--- src/rtl/gear_pkg.sv ---
package gear_pkg;

  typedef enum logic [1:0] {
    GS_1N    = 2'd0,
    GS_ARMED = 2'd1,
    GS_PEND  = 2'd2,
    GS_2N    = 2'd3
  } gear_state_e;

  // Index of the register holding the gear-down field.
  localparam int GEAR_MR_IDX = 3;

endpackage

--- src/rtl/gear_phase_ref.sv ---
// Free-running parity toggle with captured arm and sync phases.
module gear_phase_ref (
  input  logic clk,
  input  logic rst_n,
  input  logic cap_arm,
  input  logic cap_sync,
  output logic even_gap,
  output logic on_phase
);

  logic tog;
  logic arm_par;
  logic sync_par;

  always_ff @(posedge clk) begin
    if (!rst_n) begin
      tog      <= 1'b0;
      arm_par  <= 1'b0;
      sync_par <= 1'b0;
    end else begin
      tog <= ~tog;
      if (cap_arm)  arm_par  <= tog;
      if (cap_sync) sync_par <= tog;
    end
  end

  // Equal parity means an even number of cycles since the arm.
  assign even_gap = (tog == arm_par);
  assign on_phase = (tog == sync_par);

endmodule

--- src/rtl/gear_delay_cnt.sv ---
// Down-counter for the sync-to-2N delay.
module gear_delay_cnt #(
  parameter int CNT_W = 8
) (
  input  logic             clk,
  input  logic             rst_n,
  input  logic             load,
  input  logic [CNT_W-1:0] load_val,
  output logic             expire
);

  logic [CNT_W-1:0] cnt;

  always_ff @(posedge clk) begin
    if (!rst_n)              cnt <= '0;
    else if (load)           cnt <= load_val;
    else if (cnt != '0)      cnt <= cnt - 1'b1;
  end

  assign expire = (cnt == CNT_W'(1));

endmodule

--- src/rtl/gear_lat_check.sv ---
// Latency legality rules that apply while running at half rate.
module gear_lat_check #(
  parameter int LAT_W = 6
) (
  input  logic [LAT_W-1:0] cl,
  input  logic [LAT_W-1:0] wr,
  input  logic [LAT_W-1:0] cwl,
  input  logic [LAT_W-1:0] al,
  output logic             legal
);

  localparam int EXT_W = LAT_W + 1;

  function automatic logic al_fits(input logic [LAT_W-1:0] c,
                                   input logic [LAT_W-1:0] a);
    logic [EXT_W-1:0] a_ext;
    logic [EXT_W-1:0] c_ext;
    a_ext = {1'b0, a};
    c_ext = {1'b0, c};
    return (a == '0) || ((a_ext + EXT_W'(2)) == c_ext);
  endfunction

  function automatic logic all_even(input logic [LAT_W-1:0] x,
                                    input logic [LAT_W-1:0] y,
                                    input logic [LAT_W-1:0] z);
    return !(x[0] | y[0] | z[0]);
  endfunction

  assign legal = all_even(cl, wr, cwl) && al_fits(cl, al);

endmodule

--- src/rtl/gear_phase_tracker.sv ---
module gear_phase_tracker
  import gear_pkg::*;
#(
  parameter int MR_SEL_W = 3,
  parameter int CNT_W    = 8,
  parameter int LAT_W    = 6
) (
  input  logic                clk,
  input  logic                rst_n,
  input  logic                mrw_valid,
  input  logic [MR_SEL_W-1:0] mrw_sel,
  input  logic                mrw_gear,
  input  logic                cs_pulse,
  input  logic                sr_enter,
  input  logic                sr_exit,
  input  logic [CNT_W-1:0]    gear_delay,
  input  logic [LAT_W-1:0]    lat_cl,
  input  logic [LAT_W-1:0]    lat_wr,
  input  logic [LAT_W-1:0]    lat_cwl,
  input  logic [LAT_W-1:0]    lat_al,
  output logic                sample_en,
  output logic                mode_2n,
  output logic                violation
);

  localparam logic [MR_SEL_W-1:0] GEAR_SEL = MR_SEL_W'(GEAR_MR_IDX);

  gear_state_e st, st_n;
  logic        in_sr;
  logic        viol_q;

  // Named internal events (also observed by the bound checker).
  logic live;
  logic gear_hit, gear_set, gear_clr;
  logic arm_evt, disarm_evt, sync_evt, sync_odd_evt, unsafe_exit_evt;
  logic lat_legal, lat_bad;
  logic short_gear, cnt_expire;
  logic even_gap, on_phase;

  assign live       = !sr_enter && !in_sr;
  assign gear_hit   = mrw_valid && (mrw_sel == GEAR_SEL);
  assign gear_set   = gear_hit && mrw_gear;
  assign gear_clr   = gear_hit && !mrw_gear;
  assign arm_evt    = live && gear_set && ((st == GS_1N) || (st == GS_ARMED));
  assign disarm_evt = live && gear_clr && (st == GS_ARMED);
  assign sync_evt   = live && (st == GS_ARMED) && cs_pulse && !mrw_valid;
  assign sync_odd_evt    = sync_evt && !even_gap;
  assign unsafe_exit_evt = live && gear_clr && ((st == GS_PEND) || (st == GS_2N));
  assign lat_bad    = (st == GS_2N) && !lat_legal;
  assign short_gear = (gear_delay <= CNT_W'(1));

  gear_phase_ref u_phase (
    .clk      (clk),
    .rst_n    (rst_n),
    .cap_arm  (arm_evt),
    .cap_sync (sync_evt),
    .even_gap (even_gap),
    .on_phase (on_phase)
  );

  gear_delay_cnt #(.CNT_W(CNT_W)) u_delay (
    .clk      (clk),
    .rst_n    (rst_n),
    .load     (sync_evt && !short_gear),
    .load_val (gear_delay - CNT_W'(1)),
    .expire   (cnt_expire)
  );

  gear_lat_check #(.LAT_W(LAT_W)) u_lat (
    .cl    (lat_cl),
    .wr    (lat_wr),
    .cwl   (lat_cwl),
    .al    (lat_al),
    .legal (lat_legal)
  );

  always_comb begin
    st_n = st;
    if (sr_enter) begin
      st_n = GS_1N;
    end else if (!in_sr) begin
      unique case (st)
        GS_1N:    if (arm_evt) st_n = GS_ARMED;
        GS_ARMED: begin
          if (disarm_evt)    st_n = GS_1N;
          else if (sync_evt) st_n = short_gear ? GS_2N : GS_PEND;
        end
        GS_PEND:  if (cnt_expire) st_n = GS_2N;
        default:  st_n = st;
      endcase
    end
  end

  always_ff @(posedge clk) begin
    if (!rst_n) begin
      st     <= GS_1N;
      in_sr  <= 1'b0;
      viol_q <= 1'b0;
    end else begin
      st <= st_n;
      if (sr_enter)     in_sr <= 1'b1;
      else if (sr_exit) in_sr <= 1'b0;
      if (sync_odd_evt || unsafe_exit_evt || lat_bad) viol_q <= 1'b1;
    end
  end

  assign mode_2n   = (st == GS_2N);
  assign sample_en = mode_2n ? on_phase : 1'b1;
  assign violation = viol_q;

endmodule

--- config.mk ---
export PLATFORM = sky130hd
export DESIGN_NAME = gear_phase_tracker
export DESIGN_NICKNAME = d
export VERILOG_FILES = /design/src/rtl/gear_pkg.sv /design/src/rtl/gear_phase_ref.sv /design/src/rtl/gear_delay_cnt.sv /design/src/rtl/gear_lat_check.sv /design/src/rtl/gear_phase_tracker.sv
export SDC_FILE = /design/constraint.sdc
export NUM_CORES = 1
export LEC_CHECK = 0
export BUFFER_PORTS_ARGS = -buffer_cell sky130_fd_sc_hd__buf_4
export CORE_MARGIN = 8
export CORE_UTILIZATION = 30
export CTS_BUF_LIST = sky130_fd_sc_hd__clkbuf_16
export CTS_CLUSTER_DIAMETER = 100
export DETAILED_ROUTE_END_ITERATION = 16
export GPL_TIMING_DRIVEN = 1
export PLACE_DENSITY = 0.65
export SKIP_CTS_REPAIR_TIMING = 1
export SYNTH_ARGS = -nofsm -noshare
export SYNTH_HDL_FRONTEND = slang
export SYNTH_HIERARCHICAL = 1
export SYNTH_SLANG_ARGS = --single-unit
--- constraint.sdc ---
create_clock -name clk -period 5.7 [get_ports clk]
set_input_delay 1.14 -clock clk [delete_from_list [all_inputs] [get_ports clk]]
set_output_delay 1.14 -clock clk [all_outputs]
set_load 0.01 [all_outputs]
# ---- Word level (Yosys, flattened, before mapping)
# Index checks and enable logic that the tools add are counted.
dict set report op_classes {
  bitwise 5
  mux 11
  n_eq_ne 11
  addsub 3
  order_cmp 1
  reduce_logical 37
}
# operator n
set ops {}
lappend ops {{1-bit logical AND} 16}
lappend ops {{8-bit 2-to-1 mux} 2}
lappend ops {{8-bit by 1-bit subtractor with 8-bit output (second input constant)} 2}
lappend ops {{8-bit by 1-bit equality test with 1-bit output (second input constant)} 1}
lappend ops {{8-bit by 1-bit <= comparator with 1-bit output (second input constant)} 1}
lappend ops {{1-bit logical NOT} 8}
lappend ops {{2-bit 2-to-1 mux} 4}
lappend ops {{8-bit nonzero test} 1}
lappend ops {{6-bit by 2-bit adder with 7-bit output (second input constant)} 1}
lappend ops {{7-bit by 6-bit equality test with 1-bit output} 1}
lappend ops {{6-bit logical NOT} 1}
lappend ops {{2-bit one-hot mux with 3 select lines} 1}
lappend ops {{1-bit logical OR} 5}
lappend ops {{5-bit AND reduction} 1}
lappend ops {{2-bit equality test (second input constant)} 2}
lappend ops {{1-bit 2-to-1 mux} 4}
lappend ops {{2-bit != test (second input constant)} 2}
lappend ops {{2-bit nonzero test} 2}
lappend ops {{3-bit by 2-bit equality test with 1-bit output (second input constant)} 1}
lappend ops {{3-bit != test (second input constant)} 1}
lappend ops {{1-bit inverter} 3}
lappend ops {{3-bit nonzero test} 1}
lappend ops {{1-bit equality test} 2}
lappend ops {{2-bit by 1-bit equality test with 1-bit output (second input constant)} 1}
lappend ops {{3 further kinds} 4}
dict set report word_totals {
  register_bits 15
  out_inout_bits 3
}

# ---- Longest topological paths before layout
# Gate-level depths: netlist of run 1.
dict set report logic_depth {
  depth_word 8
  mapped_depth 9
}

# ---- Cells and area by module
# The synthesis of run 1 kept the hierarchy.
# module n_inst cells_per_inst seq_area_each_um2 area_each_um2
set modules_own_cells {}
lappend modules_own_cells {gear_phase_tracker 1 66 80.1 523.0}
lappend modules_own_cells {gear_delay_cnt 1 53 160.2 465.4}
lappend modules_own_cells {gear_lat_check 1 21 0.0 181.4}
lappend modules_own_cells {gear_phase_ref 1 10 60.1 118.9}

# ---- Worst setup path after synthesis of run 1
# Ideal clock, no wire load.
dict set report synth_path {
  path_kind {input to register}
  from {in gear_delay[2]}
  to {reg u_delay.cnt[0]}
  slack_ns 2.840
  arrival_time_ns 2.803
  required_time_ns 5.642
  cell_stages 7
  setup_ns 0.058
  cell_sequence {or4_1 nor4_1 nor2_1 inv_1 clkbuf_1 and3_1 o21a_1}
}
dict set report synth_between {
  elab_chain_len 4
}
# item line_no
set synth_lines {}
lappend synth_lines {{start: declaration} gear_phase_tracker.sv:16} ;# input logic [CNT_W-1:0] gear_delay,
lappend synth_lines {{8-bit by 1-bit <= comparator with 1-bit output (*)} gear_phase_tracker.sv:50} ;# assign short_gear = (gear_delay <= CNT_W'(1));
lappend synth_lines {{1-bit logical NOT (*)} gear_phase_tracker.sv:64} ;# .load (sync_evt && !short_gear),
lappend synth_lines {{1-bit logical AND (*)} gear_phase_tracker.sv:64}
lappend synth_lines {{8-bit 2-to-1 mux / 2-bit nonzero test (equally long branches)} --}
lappend synth_lines {{end signal: assignment} gear_delay_cnt.sv:16} ;# else if (load) cnt <= load_val;
lappend synth_lines {{end signal: assignment} gear_delay_cnt.sv:17} ;# else if (cnt != '0) cnt <= cnt - 1'b1;
lappend synth_lines {{end: declaration} gear_delay_cnt.sv:12} ;# logic [CNT_W-1:0] cnt;
# Mark *: on every way between the ends. The rest lies on a longest branch, timed or not.
# A chain may end at the register's enable or synchronous reset.

# ---- Worst setup path after layout of run 1
# Ends and elaborated chain as after synthesis.

==> reports/qor.csv, run 1 <==
stage;metric;value;unit
cts;CTS tree;built;
route;DR vias/cell;4.736;
die;die area;0.006649;mm^2
placed_design;pre-CTS setup slack;2.122;ns
sta;max-slew violations;0;
placed_design;Cells after DPL;235;
power_and_ir_drop;Sequential Power Share;0.322;
yosys;Synth Instances;150;
power_and_ir_drop;VDD IR max;121.8;uV
cells_and_area;design area;0.001684;mm^2
cts;# H-tree levels;1;
sta;Worst-Margin Slew;0.5525;ns
setup_path;CP endpoint kind;flip-flop;
sta;fmax;297.3;MHz
cells_and_area;Fillers;446;
power_and_ir_drop;switching part of the total;0.3250;
yosys;sequential share of the synthesized area;0.2330;
sta;final hold vios;0;
route;Starting DRT DRC Count;17;
power_and_ir_drop;Pint;314.3;uW
global_route;Congestion Overflow GR;0;
die;Starting Density;0.3044;
die;Row Count;24;
die;Chip Height;81.54;um
sta;setup ws final;2.336;ns
cells_and_area;area grow syn2layout;30.68;%
setup_path;CP required;5.83;ns
sta;Slew headroom;0.6283;
global_route;first-pass GRT wire length;5112;um
yosys;post-synthesis cell area;0.001289;mm^2
power_and_ir_drop;PD cells;276.5;mW/mm^2
sta;Finish-stage setup viols;0;
setup_path;Critical Path Max Stage Delay;0.57;ns
setup_path;critical path class;input pin to flip-flop;
yosys;ys async rst share;0;
cells_and_area;# nets final;241;
route;first-pass iteration count of the detailed router;4;
cells_and_area;final core utilization;0.3978;
cells_and_area;# diodes;0;
sta;RSZ-0062 raised after global routing;false;
setup_path;CP startpoint kind;input pin;
route;DRC errors left;0;
yosys;Post-Synthesis Mean Instance Area;8.592;um^2
cts;Sink Count;15;
sta;clk_skew;0.001782;ns
placed_design;post-DP HPWL;2352;um
sta;WHS;0.4773;ns
cts;Clk Latency, worst-skew pair;0.24;ns
global_route;GRT Total Usage;0.09407;
power_and_ir_drop;combinational power share;0.396;
sta;Final Cycle Share;0.5901;
cts;CTS buffer count;3;
yosys;Mapped Nets;203;
placed_design;Final GP Congestion;0.7254;
yosys;post-synth cell types;47;
yosys;top_reg_cell synth;dfxtp_1;
placed_design;Placed Area;0.001605;mm^2
cts;CTS clk-pin slew, worst paths;0.04;ns
sta;setup TNS;0;ns
yosys;YS warnings;6;
run;max-cap viol count;0;
die;Core Region;0.004234;mm^2
setup_path;maximum fanout along the worst path;11;
setup_path;Data arrival, critical path;3.50;ns
global_route;number of global-route vias before repair;1186;
status;status;finished, final reports clean;
power_and_ir_drop;leakage dissipation;0.7177;nW
setup_path;slowest stage cell, crit path;or4_1;
route;Routed Wire Length;2846;um
setup_path;Critical Path, Cell by Cell;buf_4 -> or4_1 -> nor4_1 -> nor2_1 -> inv_1 -> nand4_2 -> and3_1 -> o21a_1;
power_and_ir_drop;sw power;151.4;uW
cells_and_area;Cell Count, Final, Fillers Out;239;
route;via count;1132;
sta;Tmin final;3.364;ns
placed_design;I/O Buffers;34;
cells_and_area;most common cell after layout, fill and taps aside;buf_4;
yosys;#FFs+latches synth;15;
cts;CTS Root Cell;clkbuf_16;
yosys;EDFF count, synth;0;
global_route;initial antenna violation count;0;
die;I/O pin total;45;
global_route;largest net degree at the start of global routing;12;
power_and_ir_drop;clock share of power;0.282;
cts;clock tree buffer depth;2;
route;ANT nets after route;0;
worst_hold_path;Hold WC Path Type;flip-flop to flip-flop;
cells_and_area;most frequent cells in the layout;34 x buf_4, 16 x nor2_1, 15 x dfxtp_1, 14 x inv_1, 12 x nand2_1;
route;Routed WL per cell;11.91;um
die;Die X;81.54;um
cells_and_area;share of layout cells above drive strength 1;0.2727;
power_and_ir_drop;Pwr Total;465.7;uW
[worst max-delay path, delay by kind of cell]
family | cells | cell delay [ns]
AOI/OAI and AO/OA | 1 | 0.18
and+or+nand+nor | 5 | 1.75
buffers and inverters | 2 | 0.43
[logic make-up (layout without fill, tap and decap cells)]
| logic type | Yosys count | in the layout | synth area share |
|---|---|---|---|
| AOI/OAI and AO/OA | 28 | 28 | 0.1806 |
| xor gates and xnor gates | 18 | 18 | 0.1282 |
| adders and majority gates | 11 | 11 | 0.1068 |
| buffers and inverters | 14 | 51 | 0.04078 |
| DFF | 15 | 15 | 0.2330 |
| muxes | 4 | 4 | 0.03204 |
| and+or+nand+nor | 60 | 60 | 0.2786 |
[final cells by class]
class / instances / area [um^2] / share of cell area
multi-input cells: 121 / 935.9 / 0.5557
well taps: 52 / 65.06 / 0.03863
inverters: 13 / 48.80 / 0.02897
clock buffers: 3 / 75.07 / 0.04458
repair buffers: 34 / 255.2 / 0.1516
clock inverters: 1 / 3.754 / 0.002229
flip-flops and latches: 15 / 300.3 / 0.1783
[synthesized netlist by cell type, types with 2 or more instances]
| cell type | number | area [um^2] |
|---|---|---|
| o211ai_1 | 4 | 30.03 |
| nor3_1 | 4 | 20.02 |
| nor2b_1 | 4 | 25.02 |
| xor2_1 | 9 | 78.83 |
| a211oi_1 | 4 | 30.03 |
| nor4_4 | 2 | 42.54 |
| nand2_1 | 12 | 45.04 |
| ha_1 | 11 | 137.6 |
| xnor2_1 | 8 | 70.07 |
| nor4_1 | 4 | 25.02 |
| mux2i_1 | 3 | 30.03 |
| a2111oi_2 | 2 | 30.03 |
| nand2b_1 | 4 | 25.02 |
| nor2_1 | 16 | 60.06 |
| dfxtp_1 | 15 | 300.3 |
| inv_1 | 13 | 48.80 |
| a21oi_1 | 4 | 20.02 |
| nor3b_1 | 2 | 15.01 |
[routing by layer]
| metal | vias to the layer above | track usage | wire length [um] |
|---|---|---|---|
| li1 | 605 | - | - |
| met4 | 0 | 0.03214 | 42 |
| met2 | 26 | 0.1504 | 1268 |
| met5 | - | 0 | 0 |
| met1 | 497 | 0.1164 | 1338 |
| met3 | 4 | 0.02954 | 195 |
[flip-flops by register name, indices dropped and copies added, names as in the netlist]
name / cells
u_phase/arm_par: 1
st: 2
violation: 1
in_sr: 1
u_phase/tog: 1
u_phase/sync_par: 1
u_delay/cnt: 8
[power groups by stage]
stage,clock network (mW),registers [mW],logic (mW)
global placement,0,0.152,0.182
detailed placement,0,0.152,0.182
CTS,0.135,0.150,0.185
global route,0.144,0.153,0.211
floorplan,0,0.148,0.138
finish,0.131,0.150,0.184
[path summary, 6_finish.rpt]
kind	startpoint	to	slack (ns)	cells after the start
worst min register to register	violation	violation	0.48	1
worst max-delay path	gear_delay[2]	u_delay/cnt[0]	2.34	8
worst max register to register	st[0]	u_delay/cnt[7]	3.45	7
worst min-delay path	violation	violation	0.48	1
Power figures use the tool's default switching activity.
==> run 2: changes to the inputs <==
--- a/config.mk
+++ b/config.mk
@@ -5,6 +5,7 @@
 export SDC_FILE = /design/constraint.sdc
 export NUM_CORES = 1
 export LEC_CHECK = 0
+export ABC_AREA = 1
 export BUFFER_PORTS_ARGS = -buffer_cell sky130_fd_sc_hd__buf_4
 export CORE_MARGIN = 8
 export CORE_UTILIZATION = 30
==> constraint.sdc (replaced) <==
create_clock -name clk -period 2.7 [get_ports clk]
set_input_delay 0.54 -clock clk [delete_from_list [all_inputs] [get_ports clk]]
set_output_delay 0.54 -clock clk [all_outputs]
set_load 0.01 [all_outputs]
==> run 2 against run 1 <==
  * Sequential cell count unchanged
  * Critical path depth increased by 4
  * Combinational power increased to 2.6 times the previous value
  * Via count increased by 40%
  * Non-clock buffer count increased by 1
  * Cell count increased by 51%
==> reports/qor.csv, run 2 <==
stage;metric;value;unit
power_and_ir_drop;switching part of the total;0.3949;
cts;CTS buffer count;3;
yosys;Post-Synthesis Mean Instance Area;6.008;um^2
cells_and_area;final core utilization;0.3881;
placed_design;I/O Buffers;34;
yosys;#FFs+latches synth;15;
yosys;largest family of logic cells by synthesized area;simple AND/OR/NAND/NOR gates;
sta;Slew headroom;0.7339;
sta;Tmin final;1.928;ns
global_route;met1 Usage GRT;0.1035;
global_route;Congestion Overflow GR;0;
sta;clk_skew;0.001748;ns
setup_path;CP required;2.84;ns
yosys;Synth area leaders;dfxtp_1 20%, nand2_1 15%, inv_1 9.4%;
die;Chip Height;87.04;um
sta;max-slew violations;0;
sta;Finish-stage setup viols;0;
yosys;sequential share of the synthesized area;0.1983;
cells_and_area;top flop regs;u_delay/cnt (8), st (2);
cts;CTS tree;built;
route;Routed Wire Length;3434;um
global_route;first-pass GRT wire length;5796;um
sta;Worst-Margin Slew;0.3977;ns
route;DRC errors left;0;
yosys;Mapped Nets;305;
global_route;met2 Use GR;0.1575;
global_route;number of global-route vias before repair;1438;
yosys;EDFF count, synth;0;
route;ANT nets after route;0;
die;die area;0.007576;mm^2
setup_path;CP endpoint kind;flip-flop;
power_and_ir_drop;sw power;426.3;uW
yosys;ys async rst share;0;
cells_and_area;area grow syn2layout;27.60;%
global_route;gr busiest metal;met2;
cts;Clk Latency, worst-skew pair;0.25;ns
global_route;largest net degree at the start of global routing;12;
sta;fmax;518.8;MHz
global_route;initial antenna violation count;0;
yosys;top_reg_cell synth;dfxtp_1;
cts;CTS clk-pin slew, worst paths;0.05;ns
placed_design;Placed Area;0.001853;mm^2
power_and_ir_drop;Sequential Power Share;0.284;
worst_hold_path;min-delay src;sr_exit;
placed_design;post-DP HPWL;2748;um
global_route;GRT Total Usage;0.09144;
route;via count;1580;
cells_and_area;Reg area;300.3;um^2
cts;Sink Count;15;
cts;clock tree buffer depth;2;
die;Die X;87.04;um
power_and_ir_drop;Pwr Total;1.079;mW
sta;Final Cycle Share;0.7139;
cells_and_area;# nets final;344;
yosys;leading area contributor after synthesis;dfxtp_1;
setup_path;maximum fanout along the worst path;10;
cells_and_area;max reg flops;8;
placed_design;pre-CTS setup slack;0.5017;ns
power_and_ir_drop;leakage dissipation;0.9902;nW
cells_and_area;most common cell after layout, fill and taps aside;nand2_1;
worst_hold_path;Hold WC Path Type;input pin to flip-flop;
yosys;most numerous cell in the Yosys netlist;nand2_1;
setup_path;flop2flop setup slack;0.82;ns
yosys;Synth Instances;252;
yosys;Synth Area in Adders;0.09091;
setup_path;CP startpoint kind;input pin;
yosys;Synth Area in Simple Gates;0.4620;
cts;# H-tree levels;1;
yosys;YS warnings;6;
route;Starting DRT DRC Count;37;
power_and_ir_drop;PD cells;558.8;mW/mm^2
sta;setup TNS;0;ns
cells_and_area;area of the multi-input gates;0.001026;mm^2
yosys;post-synth cell types;31;
die;Starting Density;0.3042;
power_and_ir_drop;combinational power share;0.442;
power_and_ir_drop;Pint;653.2;uW
cells_and_area;Top reg by flops;u_delay/cnt;
yosys;area share of xor/xnor cells in the synthesized design;0.04628;
cells_and_area;design area;0.001932;mm^2
power_and_ir_drop;VDD IR max;204.3;uV
setup_path;critical path class;input pin to flip-flop;
yosys;Compound-Gate Fraction of Synth Area;0.07851;
setup_path;worst reg2reg startpoint;st[1];
cts;CTS Root Cell;clkbuf_16;
global_route;met3 usage;0.03302;
route;DR vias/cell;4.389;
power_and_ir_drop;clock share of power;0.274;
sta;setup ws final;0.7724;ns
yosys;Synth top area share;0.1983;
die;Row Count;26;
status;status;finished, final reports clean;
setup_path;crit path launch;gear_delay[0];
yosys;most frequent cells after synthesis;62 x nand2_1, 38 x inv_1, 37 x nor2_1, 21 x nand3_1, 15 x dfxtp_1;
die;Core Region;0.004977;mm^2
cells_and_area;most frequent cells in the layout;62 x nand2_1, 39 x inv_1, 37 x nor2_1, 35 x buf_4, 21 x nand3_1;
die;I/O pin total;45;
setup_path;Data arrival, critical path;2.07;ns
sta;RSZ-0062 raised after global routing;false;
sta;final hold vios;0;
placed_design;Final GP Congestion;0.8693;
yosys;multiplexer share of the synthesized area;0;
yosys;post-synthesis cell area;0.001514;mm^2
run;max-cap viol count;0;
cells_and_area;share of layout cells above drive strength 1;0.2345;
route;first-pass iteration count of the detailed router;4;
cells_and_area;# diodes;0;
route;Routed WL per cell;9.539;um
cells_and_area;Fillers;553;
-- run 2: critical path, stage by stage --
cell and delay, ns:
buf_4 0.11, clkinv_1 0.06, ha_1 0.18, nand3_1 0.15, a21oi_1 0.29, nor2_1 0.13
inv_4 0.13, nand2_2 0.06, nor2_2 0.14, nand2_4 0.10, o21ai_1 0.13, nor2_1 0.04
-- run 2: cells by family (layout without fill, tap and decap cells) --
| logic type | Yosys count | after routing |
|---|---|---|
| AND/OR/NAND/NOR | 151 | 151 |
| buffers and inverters | 47 | 85 |
| AO/OA/AOI/OAI | 20 | 20 |
| flip-flops | 15 | 15 |
| adder cells (fa/ha/maj) | 11 | 11 |
| XOR/XNOR | 8 | 8 |
-- run 2: layer usage --
layer  routed length, um  share of wire  vias to the layer above
met1                1645           0.48                      671
met2                1462           0.43                       46
met4                  32         0.0093                        0
met5                   0              0                        -
li1                    -              -                      859
met3                 294          0.086                        4
-- run 2: worst paths after layout --
kind,depth (start not counted),end
setup / recovery,12,u_delay/cnt[1]
hold / removal,2,in_sr
setup reg to reg,10,u_delay/cnt[7]
hold reg to reg,1,u_phase/tog
-- run 2: layout make-up --
cell class	count	area share
Inverter	46	0.09132
Sequential cell	15	0.1554
Multi-Input combinational cell	190	0.5311
Timing Repair Buffer	35	0.1360
Clock inverter	1	0.001943
Tap cell	70	0.04534
Clock buffer	3	0.03886
-- run 2: power by group through the flow --
| stage | logic [mW] | clock network [mW] | registers (mW) |
|---|---|---|---|
| floorplan | 0.367 | 0 | 0.298 |
| global placement | 0.471 | 0 | 0.308 |
| detailed placement | 0.476 | 0 | 0.309 |
| CTS | 0.478 | 0.299 | 0.305 |
| global route | 0.562 | 0.305 | 0.314 |
| finish | 0.477 | 0.296 | 0.306 |
-- run 2: per-stage QoR --
| step | hold WS (ns) | instances |
|---|---|---|
| 6_report | 0.4733 | 360 |
| 5_1_grt | 0.4993 | 360 |
| 4_1_cts | 0.4754 | 360 |
| 3_5_place_dp | 0.4871 | 356 |
| 3_3_place_gp | 0.4771 | 356 |
| 2_1_floorplan | 0.4581 | 252 |
==> run 3: changes to the inputs <==
--- a/config.mk
+++ b/config.mk
@@ -5,7 +5,7 @@
 export SDC_FILE = /design/constraint.sdc
 export NUM_CORES = 1
 export LEC_CHECK = 0
-export ABC_AREA = 1
+export ABC_AREA = 0
 export BUFFER_PORTS_ARGS = -buffer_cell sky130_fd_sc_hd__buf_4
 export CORE_MARGIN = 8
 export CORE_UTILIZATION = 30
@@ -13,7 +13,7 @@
 export CTS_CLUSTER_DIAMETER = 100
 export DETAILED_ROUTE_END_ITERATION = 16
 export GPL_TIMING_DRIVEN = 1
-export PLACE_DENSITY = 0.65
+export PLACE_DENSITY = 0.66
 export SKIP_CTS_REPAIR_TIMING = 1
 export SYNTH_ARGS = -nofsm -noshare
 export SYNTH_HDL_FRONTEND = slang
==> constraint.sdc (replaced) <==
create_clock -name clk -period 1.7 [get_ports clk]
set_input_delay 0.34 -clock clk [delete_from_list [all_inputs] [get_ports clk]]
set_output_delay 0.34 -clock clk [all_outputs]
set_load 0.01 [all_outputs]
==> run 3 against run 2 <==
  * The flow now finishes with violations (negative setup slack)
  * Utilization up 7.8 points
  * Setup slack worse by 0.80 ns
  * Wire length down 6.1%
  * Non-clock buffer count up 27
  * Die area down 12%
  * Sequential cell count unchanged
  * Hold slack worse by 0.089 ns
  * Clock skew about the same
  * Critical path depth down 4
  * Combinational power up 75%
  * Cell count down 26%
  * Total power up 63%
==> reports/qor.csv, run 3 (synthesis gave the netlist of run 1 again) <==
stage;metric;value;unit
setup_path;Crit path max-delay family;simple AND/OR/NAND/NOR gates;
cts;# H-tree levels;1;
cells_and_area;Fillers;405;
route;metal1 wirelength;1419;um
route;via count;1254;
placed_design;I/O Buffers;34;
sta;Slew headroom;0.7766;
sta;Final Cycle Share;1.015;
run;max-cap viol count;0;
setup_path;maximum fanout along the worst path;5;
cts;CTS buffer count;3;
cells_and_area;most frequent cells in the layout;61 x buf_4, 15 x nor2_1, 13 x inv_1, 13 x dfxtp_1, 12 x nand2_1;
route;Routed Wire Length;3224;um
sta;setup TNS;-0.02475;ns
global_route;first-pass GRT wire length;5457;um
cts;clock tree buffer depth;2;
global_route;Congestion Overflow GR;0;
setup_path;Data arrival, critical path;1.86;ns
route;top sig layer;met4;
sta;RSZ-0062 raised after global routing;true;
cells_and_area;top flop regs;u_delay/cnt (8), st (2);
cts;CTS tree;built;
cts;CTS Root Cell;clkbuf_16;
sta;setup ws final;-0.02475;ns
global_route;GRT Total Usage;0.1001;
sta;Worst-Margin Slew;0.3304;ns
route;first-pass iteration count of the detailed router;4;
cts;Clk Latency, worst-skew pair;0.24;ns
power_and_ir_drop;Sequential Power Share;0.273;
power_and_ir_drop;sw power;581.3;uW
die;Core Region;0.004234;mm^2
cells_and_area;design area;0.001976;mm^2
global_route;number of global-route vias before repair;1336;
setup_path;CP required;1.84;ns
placed_design;Placed Area;0.001837;mm^2
placed_design;pre-CTS setup slack;-0.3887;ns
placed_design;post-DP HPWL;2685;um
setup_path;Critical Path Max Stage Delay;0.55;ns
die;die area;0.006649;mm^2
route;DRC errors left;0;
route;Starting DRT DRC Count;70;
power_and_ir_drop;leakage dissipation;0.8688;nW
cells_and_area;share of layout cells above drive strength 1;0.4186;
sta;fmax;579.8;MHz
cells_and_area;# diodes;0;
route;ANT nets after route;0;
route;met2 WL;1600;um
setup_path;WP buf/inv;2;
setup_path;Critical Path, Cell by Cell;buf_4 -> or4_4 -> nor4_4 -> nor2_2 -> inv_2 -> nand4_4 -> and3_1 -> o21a_1;
power_and_ir_drop;combinational power share;0.473;
placed_design;Cells after DPL;263;
route;metal3 WL;171;um
route;Routed WL per cell;12.07;um
cts;CTS clk-pin slew, worst paths;0.05;ns
setup_path;CP startpoint kind;input pin;
sta;WHS;0.3841;ns
cells_and_area;max reg flops;8;
cells_and_area;Cell Count, Final, Fillers Out;267;
cts;Sink Count;15;
sta;Finish-stage setup viols;1;
cells_and_area;Reg area;302.8;um^2
die;Row Count;24;
sta;final hold vios;0;
status;status;complete, but fails checks;
sta;max-slew violations;0;
die;Chip Height;81.54;um
power_and_ir_drop;clock share of power;0.254;
power_and_ir_drop;PD cells;890.7;mW/mm^2
cells_and_area;area of the multi-input gates;0.001011;mm^2
die;Die X;81.54;um
power_and_ir_drop;switching part of the total;0.3304;
route;DR vias/cell;4.697;
placed_design;Final GP Congestion;0.7857;
cells_and_area;Top reg by flops;u_delay/cnt;
cells_and_area;most common cell after layout, fill and taps aside;buf_4;
cells_and_area;# nets final;269;
sta;clk_skew;0.001359;ns
status;failing checks;negative setup slack;
setup_path;slowest stage cell, crit path;or4_4;
die;I/O pin total;45;
sta;Tmin final;1.725;ns
power_and_ir_drop;Pint;1.178;mW
global_route;initial antenna violation count;0;
setup_path;critical path class;input pin to flip-flop;
power_and_ir_drop;VDD IR max;356.6;uV
setup_path;CP endpoint kind;flip-flop;
cells_and_area;area grow syn2layout;53.30;%
die;Starting Density;0.3044;
worst_hold_path;Hold WC Path Type;input pin to flip-flop;
global_route;largest net degree at the start of global routing;11;
## run 3: cell count changes in the layout (fill, tap and decap cells not counted), moves of 5 or more
cell / before / now
nand2_1: 62 / 12
nor2_2: 7 / 1
nor2_1: 37 / 15
nand3_1: 21 / 1
nand3_2: 5 / 0
inv_1: 39 / 13
or2_2: 5 / 0
buf_4: 35 / 61
xnor2_1: 3 / 8
## run 3: worst register-to-register path, cell delays in order, from the launching register on
cell	delay [ns]
dfxtp_2	0.33
nor4_4	0.29
and3_4	0.23
nor2b_4	0.05
a2111oi_4	0.31
a22o_2	0.24
mux2i_1	0.17
## run 3: metrics by stage
step / utilization / total power, mW
2_1_floorplan: - / 0.9619
3_3_place_gp: 0.4338 / 1.241
3_5_place_dp: 0.4338 / 1.255
4_1_cts: 0.4524 / 1.716
5_1_grt: 0.4666 / 1.882
6_report: 0.4666 / 1.760
## run 3: area by class of cell
| class | count | share of cell area |
|---|---|---|
| repair buffers | 62 | 0.2375 |
| well taps | 52 | 0.03293 |
| multi-input cells | 121 | 0.5117 |
| inverters | 13 | 0.02470 |
| clock inverters | 1 | 0.001900 |
| clock buffers | 3 | 0.03800 |
| flip-flops and latches | 15 | 0.1533 |
## run 3: worst paths after layout
path	from	endpoint	slack, ns	depth (start not counted)
min reg2reg	violation	violation	0.48	1
min	rst_n	u_delay/cnt[0]	0.38	2
max reg2reg	u_delay/cnt[3]	st[1]	0.01	6
max	gear_delay[3]	u_delay/cnt[0]	-0.02	8
## run 3: routing by layer
layer,global-route usage,vias to the layer above
li1,-,664
met1,0.1144,562
met2,0.1758,26
met3,0.01969,2
met4,0.04464,0
met5,0,-
## run 3: power by group through the flow
| stage | sequential (mW) | combinational, mW | clock [mW] |
|---|---|---|---|
| after floorplan | 0.496 | 0.465 | 0 |
| after global placement | 0.479 | 0.762 | 0 |
| after detailed placement | 0.481 | 0.774 | 0 |
| after CTS | 0.475 | 0.788 | 0.453 |
| after global routing | 0.485 | 0.920 | 0.477 |
| final | 0.480 | 0.833 | 0.447 |
